===== src/rtl/brm_pkg.sv =====
package brm_pkg;

  typedef enum logic [1:0] {
    CNT_RUN   = 2'd0,
    CNT_HOLD  = 2'd1,
    CNT_CLEAR = 2'd2,
    CNT_SET   = 2'd3
  } cnt_op_e;

  // Preset beats clear, clear beats hold.
  function automatic cnt_op_e pick_op(input logic preset, input logic clear,
                                      input logic hold);
    if (preset)     return CNT_SET;
    else if (clear) return CNT_CLEAR;
    else if (hold)  return CNT_HOLD;
    else            return CNT_RUN;
  endfunction

endpackage


===== src/rtl/brm_counter.sv =====
module brm_counter
  import brm_pkg::*;
#(
  parameter int unsigned WIDTH = 4
) (
  input  logic             clk,
  input  logic             rst,
  input  cnt_op_e          op,
  output logic [WIDTH-1:0] cnt_q,
  output logic             full
);

  localparam logic [WIDTH-1:0] ALL_ONES = {WIDTH{1'b1}};

  always_ff @(posedge clk) begin
    if (rst) begin
      cnt_q <= '0;
    end else begin
      unique case (op)
        CNT_SET:   cnt_q <= ALL_ONES;
        CNT_CLEAR: cnt_q <= '0;
        CNT_HOLD:  cnt_q <= cnt_q;
        default:   cnt_q <= cnt_q + 1'b1;
      endcase
    end
  end

  assign full = (cnt_q == ALL_ONES);

endmodule


===== src/rtl/brm_slot_select.sv =====
module brm_slot_select #(
  parameter int unsigned WIDTH = 4
) (
  input  logic [WIDTH-1:0] state,
  input  logic [WIDTH-1:0] rate,
  output logic             hit
);

  logic [WIDTH-1:0] slot;

  // Bit k compares the low SPAN bits of the state against 0 followed by ones.
  for (genvar k = 0; k < WIDTH; k++) begin : g_bit
    localparam int unsigned SPAN = WIDTH - k;
    localparam int unsigned PAT  = (1 << (SPAN - 1)) - 1;
    localparam logic [SPAN-1:0] PAT_V = PAT[SPAN-1:0];
    assign slot[k] = rate[k] && (state[SPAN-1:0] == PAT_V);
  end

  assign hit = |slot;

endmodule


===== src/rtl/brm_out_stage.sv =====
module brm_out_stage
  import brm_pkg::*;
(
  input  logic    clk,
  input  logic    rst,
  input  cnt_op_e op,
  input  logic    hit,
  input  logic    blank,
  input  logic    force_hi,
  output logic    pulse,
  output logic    pulse_n
);

  logic pulse_q;
  logic live;

  always_ff @(posedge clk) begin
    if (rst) begin
      pulse_q <= 1'b0;
    end else begin
      unique case (op)
        CNT_SET, CNT_CLEAR: pulse_q <= 1'b0;
        CNT_HOLD:           pulse_q <= pulse_q;
        default:            pulse_q <= hit;
      endcase
    end
  end

  assign live    = pulse_q & ~blank;
  assign pulse   = live | force_hi;
  assign pulse_n = ~live;

endmodule


===== src/rtl/brm_rate_mult.sv =====
module brm_rate_mult
  import brm_pkg::*;
#(
  parameter int unsigned WIDTH = 4
) (
  input  logic             clk,
  input  logic             rst,
  input  logic [WIDTH-1:0] rate_i,
  input  logic             hold_i,
  input  logic             blank_i,
  input  logic             force_hi_i,
  input  logic             clear_i,
  input  logic             preset_i,
  output logic             pulse_o,
  output logic             pulse_n_o,
  output logic             carry_o,
  output logic             full_o
);

  cnt_op_e          op;
  logic [WIDTH-1:0] cnt;
  logic             full;
  logic             hit;

  assign op = pick_op(preset_i, clear_i, hold_i);

  brm_counter #(.WIDTH(WIDTH)) u_cnt (
    .clk   (clk),
    .rst   (rst),
    .op    (op),
    .cnt_q (cnt),
    .full  (full)
  );

  brm_slot_select #(.WIDTH(WIDTH)) u_sel (
    .state (cnt),
    .rate  (rate_i),
    .hit   (hit)
  );

  brm_out_stage u_out (
    .clk      (clk),
    .rst      (rst),
    .op       (op),
    .hit      (hit),
    .blank    (blank_i),
    .force_hi (force_hi_i),
    .pulse    (pulse_o),
    .pulse_n  (pulse_n_o)
  );

  assign full_o  = full;
  assign carry_o = full & ~hold_i;

endmodule


===== config.mk =====
export PLATFORM = sky130hd
export DESIGN_NAME = brm_rate_mult
export DESIGN_NICKNAME = d
export VERILOG_FILES = /design/src/rtl/brm_pkg.sv /design/src/rtl/brm_counter.sv /design/src/rtl/brm_slot_select.sv /design/src/rtl/brm_out_stage.sv /design/src/rtl/brm_rate_mult.sv
export SDC_FILE = /design/constraint.sdc
export NUM_CORES = 1
export LEC_CHECK = 0
export ABC_AREA = 1
export BUFFER_PORTS_ARGS = -buffer_cell sky130_fd_sc_hd__buf_2
export CORE_AREA = 2 2 39 41
export DETAILED_ROUTE_END_ITERATION = 16
export DIE_AREA = 0 0 41 43
export GPL_ROUTABILITY_DRIVEN = 0
export PLACE_DENSITY_LB_ADDON = 0.08
export SYNTH_ARGS = -nofsm -noshare
export SYNTH_HDL_FRONTEND = slang
export SYNTH_HIERARCHICAL = 1
export SYNTH_SLANG_ARGS = --single-unit

===== constraint.sdc =====
create_clock -name clk -period 1.8 [get_ports clk]
set_input_delay 0.36 -clock clk [delete_from_list [all_inputs] [get_ports clk]]
set_output_delay 0.36 -clock clk [all_outputs]
set_load 0.02 [all_outputs]

# [After elaboration in Yosys (flattened, before gate mapping)]
# Index checks and enable logic that the tools add are counted.
[op_classes] n_addsub=1 eq_ne=7 muxes=5 bitwise=7 reduce_logical=6
[op_table] op="$pmux 4 s3" n=1
[op_table] op="$add 4x1->4 const B" n=1
[op_table] op="$eq 2x1->1 const B" n=2
[op_table] op="$eq 2x2->1 const B" n=2
[op_table] op="$eq 4x3->1 const B" n=1
[op_table] op="$eq 4x4->1 const B" n=1
[op_table] op="$logic_and 1x1->1" n=4
[op_table] op="$mux 2" n=2
[op_table] op="$not 1->1" n=4
[op_table] op="$reduce_or 4->1" n=1
[op_table] op="$eq 3x2->1 const B" n=1
[op_table] op="$and 1x1->1" n=2
[op_table] op="$pmux 1 s2" n=1
[op_table] op="$reduce_or 2->1" n=1
[op_table] op="$mux 1" n=1
[op_table] op="$or 1x1->1" n=1
[totals] reg_bits=5 output_inout_bits=4 wordCells=28

# [Logic depth before layout (Yosys ltp)]
# Gate-level depths: netlist of run 1.
[depth] word_depth=6 depth_mapped=7

# [By module]
# The synthesis of run 1 kept the hierarchy.
[modules_own_cells] module="brm_counter" n_inst=1 cells_each=29 area_each_um2=201.4 seq_area_each_um2=80.1
[modules_own_cells] module="brm_out_stage" n_inst=1 cells_each=10 area_each_um2=61.3 seq_area_each_um2=20.0
[modules_own_cells] module="brm_slot_select" n_inst=1 cells_each=13 area_each_um2=51.3 seq_area_each_um2=0.0
[modules_own_cells] module="brm_rate_mult" n_inst=1 cells_each=7 area_each_um2=26.3 seq_area_each_um2=0.0

# [Worst setup path before layout of run 1]
# OpenSTA, ideal clock, no wires.
[synth_path] path_kind="flip-flop to output port" from="register u_cnt.cnt_q[0]" to="output carry_o" t_arrival_ns=1.270 required_time_ns=1.440 path_slack_ns=0.170 stages_incl_launch_ff=6 cell_sequence="dfxtp_1 ha_1 inv_1 nor2_1 inv_1 nor2_1"
[synth_between] elab_chain_cells=2
[synth_rtl] item="from (decl)" line_no="brm_counter.sv:9" text="output logic [WIDTH-1:0] cnt_q,"
[synth_rtl] item="from (signal assigned)" line_no="brm_counter.sv:22" text="CNT_HOLD: cnt_q <= cnt_q;"
[synth_rtl] item="from (signal assigned)" line_no="brm_counter.sv:23" text="default: cnt_q <= cnt_q + 1'b1;"
[synth_rtl] item="$eq 4x4->1" line_no="brm_counter.sv:28" text="assign full = (cnt_q == ALL_ONES);"
[synth_rtl] item="via full_o" line_no="brm_rate_mult.sv:17" text="output logic full_o"
[synth_rtl] item="$and 1x1->1" line_no="brm_rate_mult.sv:53" text="assign carry_o = full & ~hold_i;"
[synth_rtl] item="to (decl)" line_no="brm_rate_mult.sv:16" text="output logic carry_o,"
# The timed path passes the listed nets, and every way through them passes these cells.

# [Worst setup path in the final report of run 1]
[layout_path] from="register u_cnt.cnt_q[0]" to="output carry_o"
[layout_between] elab_chain_cells=2
[layout_rtl] item="$eq 4x4->1" line_no="brm_counter.sv:28"
[layout_rtl] item="$and 1x1->1" line_no="brm_rate_mult.sv:53"
# No other way between the ends.

==> results of run 1 <==
## state kept, by name, summed over array words and instances, names as in the netlist
signal         cells
u_cnt/cnt_q        4
u_out/pulse_q      1
## worst max path at each step
stage / cells past startpoint / end / slack (ns) / start
2_1_floorplan: 5 / carry_o / 0.17 / u_cnt/cnt_q[0]
3_3_place_gp: 6 / carry_o / 0.44 / u_cnt/cnt_q[0]
4_1_cts: 6 / carry_o / 0.13 / u_cnt/cnt_q[0]
3_5_place_dp: 6 / carry_o / 0.40 / u_cnt/cnt_q[0]
5_1_grt: 6 / carry_o / 0.03 / u_cnt/cnt_q[0]
6_report: 6 / carry_o / 0.17 / u_cnt/cnt_q[0]
## Yosys cell counts
master / n / area [um^2]
dfxtp_1: 5 / 100
inv_1: 10 / 37.5
nand3b_1: 1 / 7.51
nand3_1: 1 / 5.00
nor2_1: 10 / 37.5
nand2_2: 1 / 6.26
ha_1: 1 / 12.5
nor2_2: 1 / 6.26
o21ai_0: 3 / 15.0
or2_0: 1 / 6.26
or2_4: 1 / 8.76
nand2_1: 19 / 71.3
a21oi_1: 4 / 20.0
or2_1: 1 / 6.26
## cell type report
class,instances,area share
multi-input combinational,44,0.444
tap,16,0.0438
clock buffer,4,0.0575
timing repair buffer,14,0.153
sequential,5,0.219
inverter,10,0.0822
## worst max-delay path: stages (launching register included)
cell     delay, ns
dfxtp_1       0.40
ha_1          0.17
inv_1         0.05
nor2_1        0.12
inv_1         0.05
nor2_1        0.07
buf_2         0.16
## metrics by stage
step	power [mW]	setup WS, ns	hold WS (ns)	area (um^2)
after floorplan	0.168	0.170	0.429	340
after global placement	0.191	0.443	0.521	430
after detailed placement	0.190	0.400	0.524	430
after CTS	0.324	0.131	0.296	457
after global routing	0.344	0.0318	0.291	457
final	0.315	0.170	0.311	457
## where the power goes
group / switching [mW] / internal, mW / leakage, nW
clock: 0.0443 / 0.0837 / 0.0150
combinational: 0.0330 / 0.0261 / 0.194
sequential: 0.00841 / 0.120 / 0.0416
## cell families (layout without fill, tap and decap cells)
group / count (synthesis) / in the layout
simple gates: 36 / 36
buf+inv: 10 / 28
flops: 5 / 5
compound gates: 7 / 7
fa+ha+maj: 1 / 1
## per-layer routing
| metal | track usage | up-vias | routed length [um] |
|---|---|---|---|
| met5 | 0 | - | 0 |
| met4 | 0.120 | 0 | 8 |
| met3 | 0.0314 | 2 | 50 |
| met2 | 0.122 | 12 | 308 |
| met1 | 0.135 | 163 | 367 |
| li1 | - | 213 | - |
==> run_results.csv, run 1 <==
group,metric,value,unit
placed_design,numPortBuffers,14,
global_route,grt_start_max_net_pins,9,
placed_design,dp_cells,89,
yosys,avgSynthCellArea,5.77,um^2
critical_path,r2r_setup_slack,0.77,ns
global_route,grt_pass1_vias,304,
yosys,yosys_warnings,6,
layout,diodes,0,
route,drt_iter0_markers,10,
route,via_count,390,
clock_tree,post_cts_buffers,0,
layout,nets,90,
critical_path,r2r-start,"u_cnt/cnt_q[0]",
die,io_pins,15,
route,avgRoutedWirePerCell,7.89,um
yosys,synthAdderAreaFrac,0.0368,
layout,final_util,0.330,
layout,syn2layout_area_growth,34.2,%
timing,finalCritPeriodShare,0.906,
layout,nFillCells,167,
die,die_area,0.00176,mm^2
run,cap_violations,0,
timing,hold_viol,0,
layout,final_cell_mix,"19 x nand2_1, 14 x buf_2, 10 x inv_1, 10 x nor2_1, 5 x dfxtp_1",
die,initial_core_util,0.246,
clock_tree,clock-sinks,5,
layout,drive_above_1_share,0.260,
layout,layout.cells.non_filler,93,
route,first_pass_iters,4,
pwr,leakagePower,0.251,nW
timing,rsz0062_at_grt,"no",
min_path,worstHoldPathType,"input pin to flip-flop",
clock_tree,cts_tree,"yes",
yosys,synth_simple_gate_area_share,0.456,
die,die-width,41,um
yosys,syn_inst,59,
yosys,seq_area_frac_synth,0.294,
clock_tree,ctsResizeCount,0,
timing,skew,0.00349,ns
clock_tree,path_clk_slew,0.04,ns
timing,tns,0,ns
yosys,syn_nets,71,
clock_tree,clk_root_buffer_cell,"clkbuf_4",
outcome,status,"finished, final reports clean",
clock_tree,postCtsHoldBufs,0,
route,wl,734,um
timing,slew-limit-headroom,0.832,
timing,min_period,1.63,ns
global_route,grt_pass1_wl,1200,um
yosys,synth_top_family_by_area,"simple AND/OR/NAND/NOR gates",
timing,setup_viol,0,
pwr,vdd_drop_max,357,uV
global_route,antenna_found_initial,0,
critical_path,critPathLaunchType,"flip-flop",
pwr,power_density,690,mW/mm^2
critical_path,r2r-end,"u_cnt/cnt_q[2]",
yosys,synth-xor-area-share,0,
clock_tree,clock_latency,0.24,ns
clock_tree,cts_buffer_depth,2,
layout,multi_input_area,203,um^2
layout,ff_latch_area,100,um^2
timing,drv_slew,0,
min_path,hold_depth,2,
global_route,grt_overflow,0,
route,via_per_inst,4.19,
yosys,ys_ff_latch,5,
critical_path,critPathKind,"flip-flop to output pin",
clock_tree,numCtsBuffers,3,
route,ant_nets,0,
critical_path,crit_fanout,6,
critical_path,ff2ff_path_depth,5,
timing,fmax,0.613,GHz
die,coreArea,0.00138,mm^2
critical_path,arrival,1.27,ns
yosys,synth_area,340,um^2
yosys,ys_types,14,
global_route,track_usage,0.106,
layout,layout_commonest_cell,"nand2_1",
route,route.detailed.drc,0,
die,die_height,43,um
yosys,synthMuxAreaShare,0,
critical_path,worstPathRequired,1.44,ns
placed_design,place_hpwl,599,um
die,num_rows,14,
clock_tree,cts_max_level,1,
min_path,min_to,"u_cnt/cnt_q[1]",
min_path,hold_start,"rst",
timing,tightest_slew,0.252,ns
critical_path,endpoint_kind,"output pin",
yosys,synth-compound-area-share,0.103,
No activity file was read; power rests on OpenSTA's default activity.
==> run 2, diff against run 1 <==
--- a/config.mk
+++ b/config.mk
@@ -7,9 +7,9 @@
 export LEC_CHECK = 0
 export ABC_AREA = 1
 export BUFFER_PORTS_ARGS = -buffer_cell sky130_fd_sc_hd__buf_2
-export CORE_AREA = 2 2 39 41
+export CORE_AREA = 3 3 40 42
 export DETAILED_ROUTE_END_ITERATION = 16
-export DIE_AREA = 0 0 41 43
+export DIE_AREA = 0 0 43 45
 export GPL_ROUTABILITY_DRIVEN = 0
 export PLACE_DENSITY_LB_ADDON = 0.08
 export SYNTH_ARGS = -nofsm -noshare
==> run 2 against run 1 <==
  * Flip-flop and latch count unchanged
  * Utilization up 2.5 points
  * First-iteration DRC count down 10%
  * Critical path type unchanged
  * Register-to-register slack better by 0.03 ns
  * Power up 2.1%
  * Largest power group is now clock
  * Design area unchanged
  * Sequential share of layout area up 0.27 points
  * Routed wire length up 6.9%
  * Sequential power about the same
  * Critical endpoint unchanged
==> run_results.csv, run 2 (synthesized netlist as in run 1, its figures left out) <==
group,metric,value,unit
pwr,power_density,705,mW/mm^2
pwr,p_int,0.230,mW
route,via_count,378,
global_route,grt_pass1_wl,1190,um
layout,nFillCells,138,
die,io_pins,15,
clock_tree,cts_buffer_depth,2,
outcome,status,"finished, final reports clean",
critical_path,r2r-end,"u_cnt/cnt_q[2]",
pwr,switching_share,0.285,
critical_path,cp.buffers_inverters,3,
critical_path,path_delay_family,"flip-flops",
critical_path,ff2ff_path_depth,5,
clock_tree,cts_tree,"yes",
die,coreArea,0.00128,mm^2
global_route,track_usage,0.0891,
route,first_pass_iters,2,
timing,hold_viol,0,
layout,layout.cells.non_filler,92,
pwr,vdd_drop_max,175,uV
critical_path,critPathSlowestCell,"dfxtp_1",
layout,reg_top3,"u_cnt/cnt_q: 4 flops, u_out/pulse_q: 1 flops",
critical_path,critPathKind,"flip-flop to output pin",
die,num_rows,13,
critical_path,r2r-start,"u_cnt/cnt_q[1]",
clock_tree,clock-sinks,5,
global_route,grt_start_max_net_pins,9,
timing,skew,0.000588,ns
critical_path,crit_chain,"ha_1 -> inv_1 -> nor2_1 -> inv_1 -> nor2_1 -> buf_2",
clock_tree,path_clk_slew,0.04,ns
route,via_per_inst,4.11,
timing,finalCritPeriodShare,0.911,
global_route,grt_overflow,0,
die,die-width,43,um
critical_path,worstPathRequired,1.44,ns
pwr,clkPwrFrac,0.415,
layout,drive_above_1_share,0.273,
layout,syn2layout_area_growth,34.2,%
critical_path,crit_fanout,5,
critical_path,crit_path_start,"u_cnt/cnt_q[1]",
clock_tree,postCtsHoldBufs,0,
min_path,worstHoldPathType,"input pin to flip-flop",
pwr,p_switching,0.0917,mW
critical_path,arrival,1.28,ns
route,wl,785,um
clock_tree,clk_root_buffer_cell,"clkbuf_4",
route,route.detailed.drc,0,
layout,largest_register_ffs,4,
pwr,p_seq_frac,0.399,
layout,final_cell_mix,"19 x nand2_1, 14 x buf_2, 10 x inv_1, 10 x nor2_1",
timing,drv_slew,0,
clock_tree,clock_latency,0.25,ns
timing,slew-limit-headroom,0.820,
critical_path,critPathLaunchType,"flip-flop",
timing,tightest_slew,0.269,ns
clock_tree,numCtsBuffers,3,
timing,setup_viol,0,
critical_path,endpoint_kind,"output pin",
route,avgRoutedWirePerCell,8.53,um
layout,nets,90,
route,ant_nets,0,
pwr,leakagePower,0.251,nW
layout,regMostFlops,"u_cnt/cnt_q",
run,cap_violations,0,
min_path,hold_depth,2,
layout,layout_commonest_cell,"nand2_1",
pwr,p_comb_frac,0.186,
timing,tns,0,ns
critical_path,cp_slowest_stage_delay,0.38,ns
clock_tree,cts_max_level,1,
global_route,grt_pass1_vias,300,
timing,rsz0062_at_grt,"no",
route,drt_iter0_markers,9,
min_path,hold_start,"rst",
global_route,antenna_found_initial,0,
layout,diodes,0,
critical_path,r2r_setup_slack,0.80,ns
placed_design,place_hpwl,614,um
placed_design,numPortBuffers,14,
die,die_area,0.00194,mm^2
die,initial_core_util,0.265,
min_path,min_to,"u_cnt/cnt_q[1]",
timing,min_period,1.64,ns
placed_design,dp_cells,88,
die,die_height,45,um
timing,fmax,0.610,GHz
run 2: final cells by class:
class / instances / area, um^2 / share of cell area
clock buffers: 4 / 26.3 / 0.0575
inverters: 10 / 37.5 / 0.0822
multi-input cells: 44 / 203 / 0.444
flip-flops and latches: 5 / 101 / 0.222
well taps: 15 / 18.8 / 0.0411
repair buffers: 14 / 70.1 / 0.153
run 2: repair_timing:
item                                    CTS  global route
buffers inserted                          0             0
endpoints found under the setup margin    0             1
gates resized for setup                   0             1
run 2: layer usage:
metal / up-vias / global-route usage / share of wire
li1: 215 / - / -
met1: 153 / 0.101 / 0.49
met2: 8 / 0.120 / 0.42
met3: 2 / 0.0279 / 0.061
met4: 0 / 0.108 / 0.027
met5: - / 0 / 0
run 2: worst max path at each step:
stage / to / slack, ns / depth (start not counted)
5_1_grt: carry_o / 0.03 / 6
4_1_cts: carry_o / 0.11 / 6
3_3_place_gp: carry_o / 0.44 / 6
2_1_floorplan: carry_o / 0.17 / 5
6_report: carry_o / 0.16 / 6
3_5_place_dp: carry_o / 0.38 / 6
run 2: power groups by stage:
stage          clock (mW)  sequential (mW)  combinational, mW
2_1_floorplan           0            0.128             0.0403
3_3_place_gp            0            0.130             0.0611
3_5_place_dp            0            0.130             0.0595
4_1_cts             0.139            0.128             0.0599
5_1_grt             0.144            0.130             0.0682
6_report            0.134            0.128             0.0599
run 2: per-stage QoR:
step            util  instance area (um^2)  total power [mW]  hold slack (ns)  setup WS [ns]
6_report       0.355                   457             0.322            0.303          0.161
5_1_grt        0.355                   457             0.342            0.311         0.0256
4_1_cts        0.354                   455             0.327            0.294          0.113
3_5_place_dp   0.334                   429             0.190            0.522          0.382
3_3_place_gp   0.334                   429             0.191            0.522          0.444
2_1_floorplan      -                   340             0.168            0.429          0.170
